**src/rtl/pexc_pkg.sv**
```systemverilog
package pexc_pkg;

    localparam int PC_W    = 32;
    localparam int CAUSE_W = 4;

    typedef enum logic [CAUSE_W-1:0] {
        CS_NONE    = 4'd0,
        CS_IRQ     = 4'd1,
        CS_IPAGE   = 4'd2,
        CS_IALIGN  = 4'd3,
        CS_IPROT   = 4'd4,
        CS_ILLEGAL = 4'd5,
        CS_OVF     = 4'd6,
        CS_DPAGE   = 4'd7,
        CS_DALIGN  = 4'd8,
        CS_DPROT   = 4'd9,
        CS_MEMERR  = 4'd10
    } cause_e;

    typedef struct packed {
        logic            valid;
        logic [PC_W-1:0] pc;
        cause_e          cause;
    } slot_t;

    // earlier recorded cause keeps priority over a later stage's cause
    function automatic slot_t fold_cause(slot_t s, cause_e here);
        slot_t r;
        r = s;
        if (s.valid && s.cause == CS_NONE)
            r.cause = here;
        return r;
    endfunction

endpackage

```
**src/rtl/pexc_cause_enc.sv**
```systemverilog
module pexc_cause_enc
    import pexc_pkg::*;
#(
    parameter int N    = 1,
    parameter int BASE = 2
) (
    input  logic [N-1:0] flags,
    output cause_e       cause
);
    // lowest flag index wins: scan from top so the lowest set bit lands last
    always_comb begin
        cause = CS_NONE;
        for (int i = N - 1; i >= 0; i--) begin
            if (flags[i])
                cause = cause_e'(BASE + i);
        end
    end
endmodule

```
**src/rtl/pexc_commit_unit.sv**
```systemverilog
module pexc_commit_unit
    import pexc_pkg::*;
(
    input  logic            clk,
    input  logic            rst,
    input  logic            commit_now,
    input  logic [PC_W-1:0] commit_pc,
    input  cause_e          commit_cause,
    input  logic [3:0]      live,
    output logic            take_q,
    output logic [PC_W-1:0] epc_q,
    output cause_e          cause_q,
    output logic [3:0]      kill_q
);
    always_ff @(posedge clk) begin
        if (rst) begin
            take_q  <= 1'b0;
            epc_q   <= '0;
            cause_q <= CS_NONE;
            kill_q  <= '0;
        end else begin
            take_q <= commit_now;
            kill_q <= commit_now ? live : 4'b0000;
            if (commit_now) begin
                epc_q   <= commit_pc;
                cause_q <= commit_cause;
            end
        end
    end

    AST_TAKE_SINGLE: assert property (@(posedge clk) disable iff (rst)
        take_q |=> !take_q);

    AST_CAUSE_SET: assert property (@(posedge clk) disable iff (rst)
        take_q |-> (cause_q != CS_NONE));

    AST_MEM_KILLED: assert property (@(posedge clk) disable iff (rst)
        take_q |-> kill_q[3]);
endmodule

```
**src/rtl/pexc_ctrl.sv**
```systemverilog
module pexc_ctrl
    import pexc_pkg::*;
#(
    parameter logic [31:0] VECTOR = 32'h0000_0080
) (
    input  logic        clk,
    input  logic        rst,
    input  logic        fetch_valid,
    input  logic [31:0] fetch_pc,
    input  logic        irq,
    input  logic        stall,
    input  logic [2:0]  if_fault,
    input  logic        id_illegal,
    input  logic        ex_overflow,
    input  logic [3:0]  mem_fault,
    output logic        exc_take,
    output logic [31:0] epc,
    output logic [3:0]  exc_cause,
    output logic [31:0] redirect_pc,
    output logic [4:0]  stage_valid,
    output logic [3:0]  stage_kill
);
    slot_t  if_q, id_q, ex_q, mem_q, wb_q;
    cause_e if_c, id_c, ex_c, mem_c;
    slot_t  id_n, ex_n, mem_n, mem_fin, fetch_slot;
    cause_e cause_out;
    logic   commit_now, irq_ok;

    pexc_cause_enc #(.N(3), .BASE(2)) u_enc_if  (.flags(if_fault),    .cause(if_c));
    pexc_cause_enc #(.N(1), .BASE(5)) u_enc_id  (.flags(id_illegal),  .cause(id_c));
    pexc_cause_enc #(.N(1), .BASE(6)) u_enc_ex  (.flags(ex_overflow), .cause(ex_c));
    pexc_cause_enc #(.N(4), .BASE(7)) u_enc_mem (.flags(mem_fault),   .cause(mem_c));

    assign id_n    = fold_cause(if_q,  if_c);
    assign ex_n    = fold_cause(id_q,  id_c);
    assign mem_n   = fold_cause(ex_q,  ex_c);
    assign mem_fin = fold_cause(mem_q, mem_c);

    assign commit_now = mem_fin.valid && (mem_fin.cause != CS_NONE);
    assign irq_ok     = irq && !exc_take;

    always_comb begin
        fetch_slot.valid = fetch_valid || irq_ok;
        fetch_slot.pc    = fetch_pc;
        fetch_slot.cause = irq_ok ? CS_IRQ : CS_NONE;
    end

    always_ff @(posedge clk) begin
        if (rst || commit_now) begin
            if_q  <= '0;
            id_q  <= '0;
            ex_q  <= '0;
            mem_q <= '0;
            wb_q  <= '0;
        end else if (stall) begin
            ex_q  <= '0;
            mem_q <= mem_n;
            wb_q  <= mem_fin;
        end else begin
            if_q  <= fetch_slot;
            id_q  <= id_n;
            ex_q  <= ex_n;
            mem_q <= mem_n;
            wb_q  <= mem_fin;
        end
    end

    pexc_commit_unit u_commit (
        .clk         (clk),
        .rst         (rst),
        .commit_now  (commit_now),
        .commit_pc   (mem_fin.pc),
        .commit_cause(mem_fin.cause),
        .live        ({mem_q.valid, ex_q.valid, id_q.valid, if_q.valid}),
        .take_q      (exc_take),
        .epc_q       (epc),
        .cause_q     (cause_out),
        .kill_q      (stage_kill)
    );

    assign exc_cause   = cause_out;
    assign redirect_pc = VECTOR;
    assign stage_valid = {wb_q.valid, mem_q.valid, ex_q.valid, id_q.valid, if_q.valid};

    AST_FLUSH_YOUNGER: assert property (@(posedge clk) disable iff (rst)
        exc_take |-> (stage_valid[3:0] == 4'b0000));

    AST_NO_FAULT_WB: assert property (@(posedge clk) disable iff (rst)
        commit_now |=> !wb_q.valid);

    AST_STALL_HOLD: assert property (@(posedge clk) disable iff (rst)
        (stall && !commit_now) |=> ($stable(if_q) && $stable(id_q)));

    AST_STALL_BUBBLE: assert property (@(posedge clk) disable iff (rst)
        (stall && !commit_now) |=> !ex_q.valid);

    AST_IRQ_BLOCKED: assert property (@(posedge clk) disable iff (rst)
        exc_take |=> (if_q.cause != CS_IRQ));
endmodule

```
**config.mk**
```make
export PLATFORM = sky130hd
export DESIGN_NAME = pexc_ctrl
export DESIGN_NICKNAME = d
export VERILOG_FILES = /design/src/rtl/pexc_pkg.sv /design/src/rtl/pexc_cause_enc.sv /design/src/rtl/pexc_commit_unit.sv /design/src/rtl/pexc_ctrl.sv
export SDC_FILE = /design/constraint.sdc
export NUM_CORES = 1
export LEC_CHECK = 0
export BUFFER_PORTS_ARGS = -buffer_cell sky130_fd_sc_hd__buf_2
export CORE_MARGIN = 5
export CORE_UTILIZATION = 53
export CTS_BUF_LIST = sky130_fd_sc_hd__clkbuf_16
export CTS_CLUSTER_DIAMETER = 100
export DETAILED_ROUTE_END_ITERATION = 10
export PLACE_DENSITY_LB_ADDON = 0.05
export SETUP_SLACK_MARGIN = 0.05
export SLEW_MARGIN = 20
export SYNTH_ARGS = -nofsm -noshare
export SYNTH_HDL_FRONTEND = slang
export SYNTH_SLANG_ARGS = --single-unit
```
**constraint.sdc**
```tcl
create_clock -name clk -period 3.6 [get_ports clk]
set_clock_uncertainty 0.15 [all_clocks]
set_input_delay 0.36 -clock clk [delete_from_list [all_inputs] [get_ports clk]]
set_output_delay 0.36 -clock clk [all_outputs]
set_load 0.02 [all_outputs]
```
After elaboration in Yosys (flattened, before gate mapping)
Index checks and enable logic that the tools add are counted.

Multiplexer cells: 14. Bitwise logic cells: 1. Reduce and logical (&&, ||, !) cells: 16.

Operators with widths (count): 4-bit two-way mux (8); 4-bit logical NOT (4); 3-bit two-way mux (5); 1-bit logical AND (6); 4-bit nonzero test (1); 2-bit OR reduction (2); 1-bit logical OR (2); 1-bit logical NOT (1); 1-bit two-way mux (1); 1-bit inverter (1).

Flip-flop bits (word level): 190. Bits of input ports: 46. Output and inout port bits: 78. Logic and storage cells: 48.

Logic depth before layout (Yosys ltp)
Gate-level depths: netlist (run 1).

Word-level depth: 9. Mapped depth: 7. Gate-level depth less buffers: 4.

Hierarchy
Synthesis (run 1) repeated with hierarchy kept, for this count alone.

Cell total of the unflattened synthesis: 622. Area total of the unflattened synthesis: 6829.0 um^2.

By module, submodules not included: pexc_ctrl (instances 1, cells each 474, area each 5242.5 um^2, seq. area each 2922.8 um^2); pexc_commit_unit (instances 1, cells each 126, area each 1446.4 um^2, seq. area each 820.8 um^2); pexc_cause_enc at u_enc_ex ... (instances 3, cells each 5, area each 33.8 um^2, seq. area each 0.0 um^2); pexc_cause_enc at u_enc_mem (instances 1, cells each 7, area each 38.8 um^2, seq. area each 0.0 um^2).

Least setup slack after synthesis (run 1)
OpenSTA, ideal clock, no wires.

Kind: input to register. From: input mem_fault[0]. To: register id_q[2] (netlist bit). Setup time: 66 ps. Data arrival time: 1739 ps. Data required time: 3384 ps. Slack: 1645 ps. Cell stages on the path: 6. Path buffers: 2. Cells stage by stage: or4_4 > a31o_1 > or2_1 > buf_6 > buf_6 > a21oi_2.

Word-level cells in the longest chain between the ends: 5.

RTL lines: from (decl) (RTL line pexc_ctrl.sv:15) `input logic [3:0] mem_fault,`; 4-bit two-way mux (RTL line pexc_cause_enc.sv:14) `if (flags[i])`; 4-bit two-way mux (RTL line pexc_pkg.sv:30) `if (s.valid && s.cause == CS_NONE)`; 4-bit nonzero test (RTL line pexc_ctrl.sv:39) `assign commit_now = mem_fin.valid && (mem_fin.cause != CS_NONE);`; 1-bit logical AND (RTL line pexc_ctrl.sv:39); 1-bit logical OR (RTL line pexc_ctrl.sv:49) `if (rst || commit_now) begin`; to (signal assigned) (RTL line pexc_ctrl.sv:61) `id_q <= id_n;`; to (decl) (RTL line pexc_ctrl.sv:23) `slot_t if_q, id_q, ex_q, mem_q, wb_q;`.

Every way passes these cells. A chain may end at the register's enable or synchronous reset.

Final worst setup path (run 1)
From: register mem_q, in the netlist stage_valid[3]. To: register id_q, in the netlist ex_n[14].

Word-level cells in the longest chain between the ends: 5.

RTL lines: from (decl) (RTL line pexc_ctrl.sv:23); from (signal assigned) (RTL line pexc_ctrl.sv:57) `mem_q <= mem_n;`; from (signal assigned) (RTL line pexc_ctrl.sv:63) `mem_q <= mem_n;`; 1-bit logical AND (RTL line pexc_pkg.sv:30); 4-bit two-way mux (RTL line pexc_pkg.sv:30); 4-bit nonzero test (RTL line pexc_ctrl.sv:39); 1-bit logical AND * (RTL line pexc_ctrl.sv:39); 1-bit logical OR * (RTL line pexc_ctrl.sv:49).

Mark *: on every way between the ends. The rest lies on a longest branch, timed or not.

==> qor.yml, run 1 <==
io_pins: 124
place_congestion: 0.847
switching_share_pct: 21.7
postCtsSetupBuffers: 0
p_switching_uw: 921
end_kind: "flop"
yosysUniqueCellTypes: 37
peakVddDrop_uv: 354
final_area_mm2: 0.00748
yosysTopAreaCellShare_pct: 56.6
place_area_mm2: 0.00685
clk_path_buf_depth: 2
rsz0062_at_grt: "no"
p_int_uw: 3330
die_w_um: 121
area_growth_pct: 15.0
cts_sinks: 184
hold_violations: 0
yosysTopAreaCell: "dfxtp_1"
combPwrFrac_pct: 5.2
status: "complete, no violations"
core_mm2: 0.0120
critical_path.startpoint_type: "flop"
clkLatencyLatePin_ps: 420
grt_pass1_wl_mm: 17.0
synthCells: 628
async_reset_ff_share_pct: 0
power_density_mw_per_mm2: 568
ys.flop_type: "dfxtp_1"
cts_tree: "built"
drc: 0
holdCritPathClass: "in2reg"
path_clk_slew_ps: 70
globalRouteTotalUtil_pct: 14.7
diodes: 0
synthTopCellsByCount: "dfxtp_1, mux2i_1, nor2_1, and2_1, nand2_1"
maxCapViolations: 0
utilization_pct: 62.3
setup_ws_ps: 1310
power_frac_seq_pct: 49.6
tightest_slew_ps: 990
finalCritPeriodShare_pct: 63.6
grt_pass1_vias: 3567
holdBufCountCts: 0
crit_required_ps: 3760
synth_area_leaders: "dfxtp_1, mux2i_1, and2_1"
path_max_fanout: 59
synth_area_mm2: 0.00650
die_area_mm2: 0.0146
detail-route-antenna-nets: 0
slew_headroom_pct: 33.9
hold_slack_ps: 15.0
nets: 749
tns_ps: 0
avgSynthCellArea_um2: 10.4
p_leak_uw: 0.00354
antenna_found_initial: 0
ys_seq_area_share_pct: 56.6
numCtsBuffers: 17
yosysMostFrequentCell: "dfxtp_1"
fillers: 1027
wire_per_inst_um: 12.3
grt_start_max_net_pins: 66
viasPerCell: 4.67
grt-ovfl-total: 0
arrival_ps: 2450
htreeDepth: 4
worst-setup-path-type: "reg2reg"
dpl_worst_slack_ps: 806
clock.fmax_mhz: 437
synth_edf_count: 0
ctsResizeCount: 0
drtIter0Drc: 166
initial_core_util_pct: 54.1
wirelength_mm: 10.6
report.final.slew_viol_count: 0
root_buffer: "clkbuf_16"
hpwl_mm: 7.25
clockPowerShare_pct: 45.2
placementRows: 40
setup_violations: 0
port_buffers: 91
via_count: 4031
r2r_setup_slack_ps: 1310
fp.dieH_um: 121
yosysWarnings: 0
final_layout_size_suffix_gt1_share_pct: 19.4
ys_ff_latch: 184
dr.pass1.iters: 4
period_needed_ps: 2290
state kept, by name, summed over array words and instances (netlist names):
register and flops:
mem_q 3, stage_valid 5, ex_n 32, if_q 1, u_commit.take_q 1, mem_fin 32
id_q 3, u_commit.kill_q 4, u_commit.cause_q 4, ex_q 35, id_n 32, u_commit.epc_q 32
per-stage QoR:
| stage | power, uW | cells |
|---|---|---|
| floorplan | 2350 | 658 |
| CTS | 4290 | 863 |
| global placement | 2370 | 831 |
| finish | 4250 | 863 |
| detailed placement | 2380 | 831 |
| global route | 4410 | 863 |
routing by layer:
metal	GRT usage, %	part of all wire, %
met1	19.0	47
met3	4.30	5.9
met5	0	0
met4	6.80	1.9
met2	22.8	45
cell families after synthesis:
kind of cell	share of synthesized area [%]
compound gates	2.62
flops	56.6
buf+inv	7.64
other cells	0.115
mux	15.1
simple gates	17.9
worst max-delay path, cell delays in order, from the launching register on:
cell and delay, ps:
dfxtp_1 510, inv_1 190, a31oi_1 180, buf_4 180, or2_4 550, buf_4 320, nor2_1 70
worst paths after layout:
check	endpoint	startpoint	depth (start not counted)
setup / recovery	ex_n[14]	stage_valid[3]	6
hold / removal	id_n[23]	fetch_pc[19]	3
setup reg to reg	ex_n[14]	stage_valid[3]	6
hold reg to reg	mem_fin[28]	ex_q[28]	1
cells in the final DEF, fill, tap and decap left out, drive strengths merged, types with 2 or more instances in the layout:
cell | Yosys | routed
bufinv | 0 | 4
nand2 | 69 | 69
and2 | 72 | 72
inv | 6 | 10
o21ai | 3 | 3
clkinv | 0 | 3
dfxtp | 184 | 184
a311oi | 3 | 3
mux2i | 98 | 98
clkbuf | 23 | 17
conb | 2 | 32
buf | 48 | 97
nor3 | 7 | 7
a21oi | 5 | 5
clkinvlp | 0 | 4
nor2b | 4 | 4
or3 | 2 | 2
nor2 | 80 | 80
a31o | 3 | 3
nand3 | 3 | 3
a31oi | 2 | 2
final cells by class:
cell class | instances | area (um2) | share of cell area (%)
well taps | 147 | 184 | 2.46
clock buffers | 17 | 425 | 5.69
flip-flops and latches | 184 | 3680 | 49.2
multi-input cells | 397 | 2450 | 32.7
clock inverters | 15 | 201 | 2.69
repair buffers | 97 | 515 | 6.89
inverters | 6 | 22.5 | 0.301
power by group through the flow:
stage	clock [uW]	combinational [uW]	sequential (uW)
after detailed placement	0	222	2150
after global routing	2050	245	2110
after CTS	1960	223	2110
final	1920	222	2110
after global placement	0	218	2150
after floorplan	0	200	2150
Power figures use the tool's default switching activity.
==> inputs of run 2 (changes only) <==
--- a/config.mk
+++ b/config.mk
@@ -7,7 +7,7 @@
 export LEC_CHECK = 0
 export BUFFER_PORTS_ARGS = -buffer_cell sky130_fd_sc_hd__buf_2
 export CORE_MARGIN = 5
-export CORE_UTILIZATION = 53
+export CORE_UTILIZATION = 49
 export CTS_BUF_LIST = sky130_fd_sc_hd__clkbuf_16
 export CTS_CLUSTER_DIAMETER = 100
 export DETAILED_ROUTE_END_ITERATION = 10
==> constraint.sdc (replaced) <==
create_clock -name clk -period 1.95 [get_ports clk]
set_clock_uncertainty 0.15 [all_clocks]
set_input_delay 0.195 -clock clk [delete_from_list [all_inputs] [get_ports clk]]
set_output_delay 0.195 -clock clk [all_outputs]
set_load 0.02 [all_outputs]
==> run 2 against run 1 <==
Compared with the run above: total power grew 77%; core utilization shrank 1.0 points; critical path depth is the same; register-to-register slack lost 1100 ps; non-clock buffer count grew 59; final cell count grew 10%; via count grew 5.4%; worst hold slack gained 9.8 ps; worst setup slack lost 1100 ps; sequential power grew 85%; global-route usage shrank 0.14 points; final area grew 7.6%; critical endpoint is now ex_q[34].
==> qor.yml, run 2 (synthesized netlist as in run 1, its figures left out) <==
p_switching_uw: 1620  # was 921 uW
path_cells: "inv_1, a31o_1, buf_4, nor3_4, buf_12, and2_1"  # was inv_1, a31oi_1, buf_4, or2_4, buf_4, nor2_1
viasPerCell: 4.47  # was 4.67
grt_pass1_wl_mm: 18.8  # was 17.0 mm
maxCapViolations: 0  # unchanged
final_area_mm2: 0.00805  # was 0.00748 mm2
status: "complete, no violations"  # unchanged
core_mm2: 0.0131  # was 0.0120 mm2
area_growth_pct: 23.7  # was 15.0%
via_count: 4248  # was 4,031
busiest_layer: "met2"  # unchanged
clkLatencyLatePin_ps: 410  # was 420 ps
path_clk_slew_ps: 60  # was 70 ps
nets: 808  # was 749
dr.pass1.iters: 4  # unchanged
seqCellArea_mm2: 0.00368  # about the same
utilization_pct: 61.3  # was 62.3%
die_w_um: 125  # was 121 um
path_max_fanout: 32  # was 59
hold_violations: 0  # unchanged
grt_use_met1_pct: 18.1  # was 19.0%
final_cell_count_no_fill: 950  # was 863
period_needed_ps: 1720  # was 2290 ps
clk_path_buf_depth: 2  # unchanged
largest_reg_flops: 35  # unchanged
rsz0062_at_grt: "no"  # unchanged
power_density_mw_per_mm2: 938  # was 568 mW/mm2
r2r_setup_slack_ps: 230  # was 1310 ps
grt-ovfl-total: 0  # unchanged
grt_pass1_vias: 3965  # was 3,567
clock.fmax_mhz: 581  # was 437 MHz
numCtsBuffers: 17  # unchanged
fillers: 1142  # was 1,027
antenna_found_initial: 0  # unchanged
arrival_ps: 1920  # was 2450 ps
slowest_stage: "dfxtp_1"  # was or2_4
grtUsageMet2_pct: 23.2  # was 22.8%
setup_violations: 0  # unchanged
placementRows: 42  # was 40
clockPowerShare_pct: 41.5  # was 45.2%
htreeDepth: 4  # unchanged
final_common_cell: "dfxtp_1"  # unchanged
io_pins: 124  # unchanged
met3_usage_pct: 4.90  # was 4.30%
switching_share_pct: 21.4  # was 21.7%
tns_ps: 0  # unchanged
wirelength_mm: 11.2  # was 10.6 mm
drtIter0Drc: 116  # was 166
cts_tree: "built"  # unchanged
largest_register: "ex_q"  # unchanged
fp.dieH_um: 125  # was 121 um
hold_slack_ps: 24.8  # was 15.0 ps
report.final.slew_viol_count: 0  # unchanged
end_kind: "flop"  # unchanged
critical_path.max_stage_delay_ps: 470  # was 550 ps
root_buffer: "clkbuf_16"  # unchanged
final_cell_mix: "dfxtp_1, mux2i_1, buf_2, nor2_1, and2_1"  # unchanged
postCtsSetupBuffers: 0  # unchanged
p_leak_uw: 0.00379  # was 0.00354 uW
diodes: 0  # unchanged
critical_path.startpoint_type: "flop"  # unchanged
finalCritPeriodShare_pct: 88.3  # was 63.6%
multi_input_comb_area_mm2: 0.00245  # about the same
cts_sinks: 184  # unchanged
final_layout_size_suffix_gt1_share_pct: 19.8  # was 19.4%
initial_core_util_pct: 49.5  # was 54.1%
hpwl_mm: 7.64  # was 7.25 mm
peakVddDrop_uv: 648  # was 354 uV
port_buffers: 91  # unchanged
worst-setup-path-type: "reg2reg"  # unchanged
crit_required_ps: 2150  # was 3760 ps
dpl.cell_count: 879  # was 831
drc: 0  # unchanged
combPwrFrac_pct: 6.8  # was 5.2%
place_area_mm2: 0.00709  # was 0.00685 mm2
detail-route-antenna-nets: 0  # unchanged
wire_per_inst_um: 11.8  # was 12.3 um
place_congestion: 0.826  # was 0.847
grt_start_max_net_pins: 66  # unchanged
power_frac_seq_pct: 51.6  # was 49.6%
globalRouteTotalUtil_pct: 14.6  # was 14.7%
p_int_uw: 5930  # was 3330 uW
die_area_mm2: 0.0157  # was 0.0146 mm2
holdCritPathClass: "in2reg"  # unchanged
[run 2: cell count changes in the layout (fill, tap and decap cells not counted), sizes merged]
cell	change
inv	-1
dlygate4sd3	+40
clkinv	+3
bufinv	-2
clkinvlp	-1
buf	+19
[run 2: repair_timing]
action,in CTS,in global routing
hold endpoints to repair,43,0
hold buffers,40,0
endpoints found under the setup margin,0,62
resized for setup,0,3
[run 2: per-stage QoR]
| step | power, uW | worst slack [ps] |
|---|---|---|
| 6_report | 7550 | 227 |
| 5_1_grt | 7850 | 83.9 |
| 4_1_cts | 7640 | 87.6 |
| 3_5_place_dp | 4430 | -131 |
| 3_3_place_gp | 4420 | -97.1 |
| 2_1_floorplan | 4340 | 126 |
[run 2: power groups by stage]
stage               Combinational (uW)  Clock (uW)  Sequential (uW)
finish                             516        3130             3900
global route                       569        3370             3910
CTS                                517        3230             3900
detailed placement                 452           0             3980
global placement                   443           0             3980
floorplan                          370           0             3970
[run 2: path summary, 6_finish.rpt]
check / startpoint / to / depth (start not counted)
setup / recovery: mem_q[1] / ex_q[34] / 6
hold / removal: if_fault[1] / id_q[0] / 3
setup reg to reg: mem_q[1] / ex_q[34] / 6
hold reg to reg: ex_q[11] / mem_fin[11] / 1
[run 2: critical path: cells and delay by family, from the launching register on]
| kind | cells | cell delay [ps] |
|---|---|---|
| buffers and inverters | 3 | 460 |
| DFF | 1 | 470 |
| and+or+nand+nor | 2 | 340 |
| AOI/OAI and AO/OA | 1 | 230 |
[run 2: area by class of cell]
class / instances / share of cell area [%]
clock buffers: 17 / 5.29
clock inverters: 14 / 1.48
inverters: 6 / 0.280
multi-input cells: 397 / 30.5
flip-flops and latches: 184 / 45.8
well taps: 176 / 2.74
repair buffers: 156 / 13.9
[run 2: layer usage]
metal | vias up | wire length [um]
met2 | 105 | 5160
met5 | - | 0
met1 | 1898 | 5120
met4 | 0 | 212
met3 | 17 | 680
li1 | 2228 | -
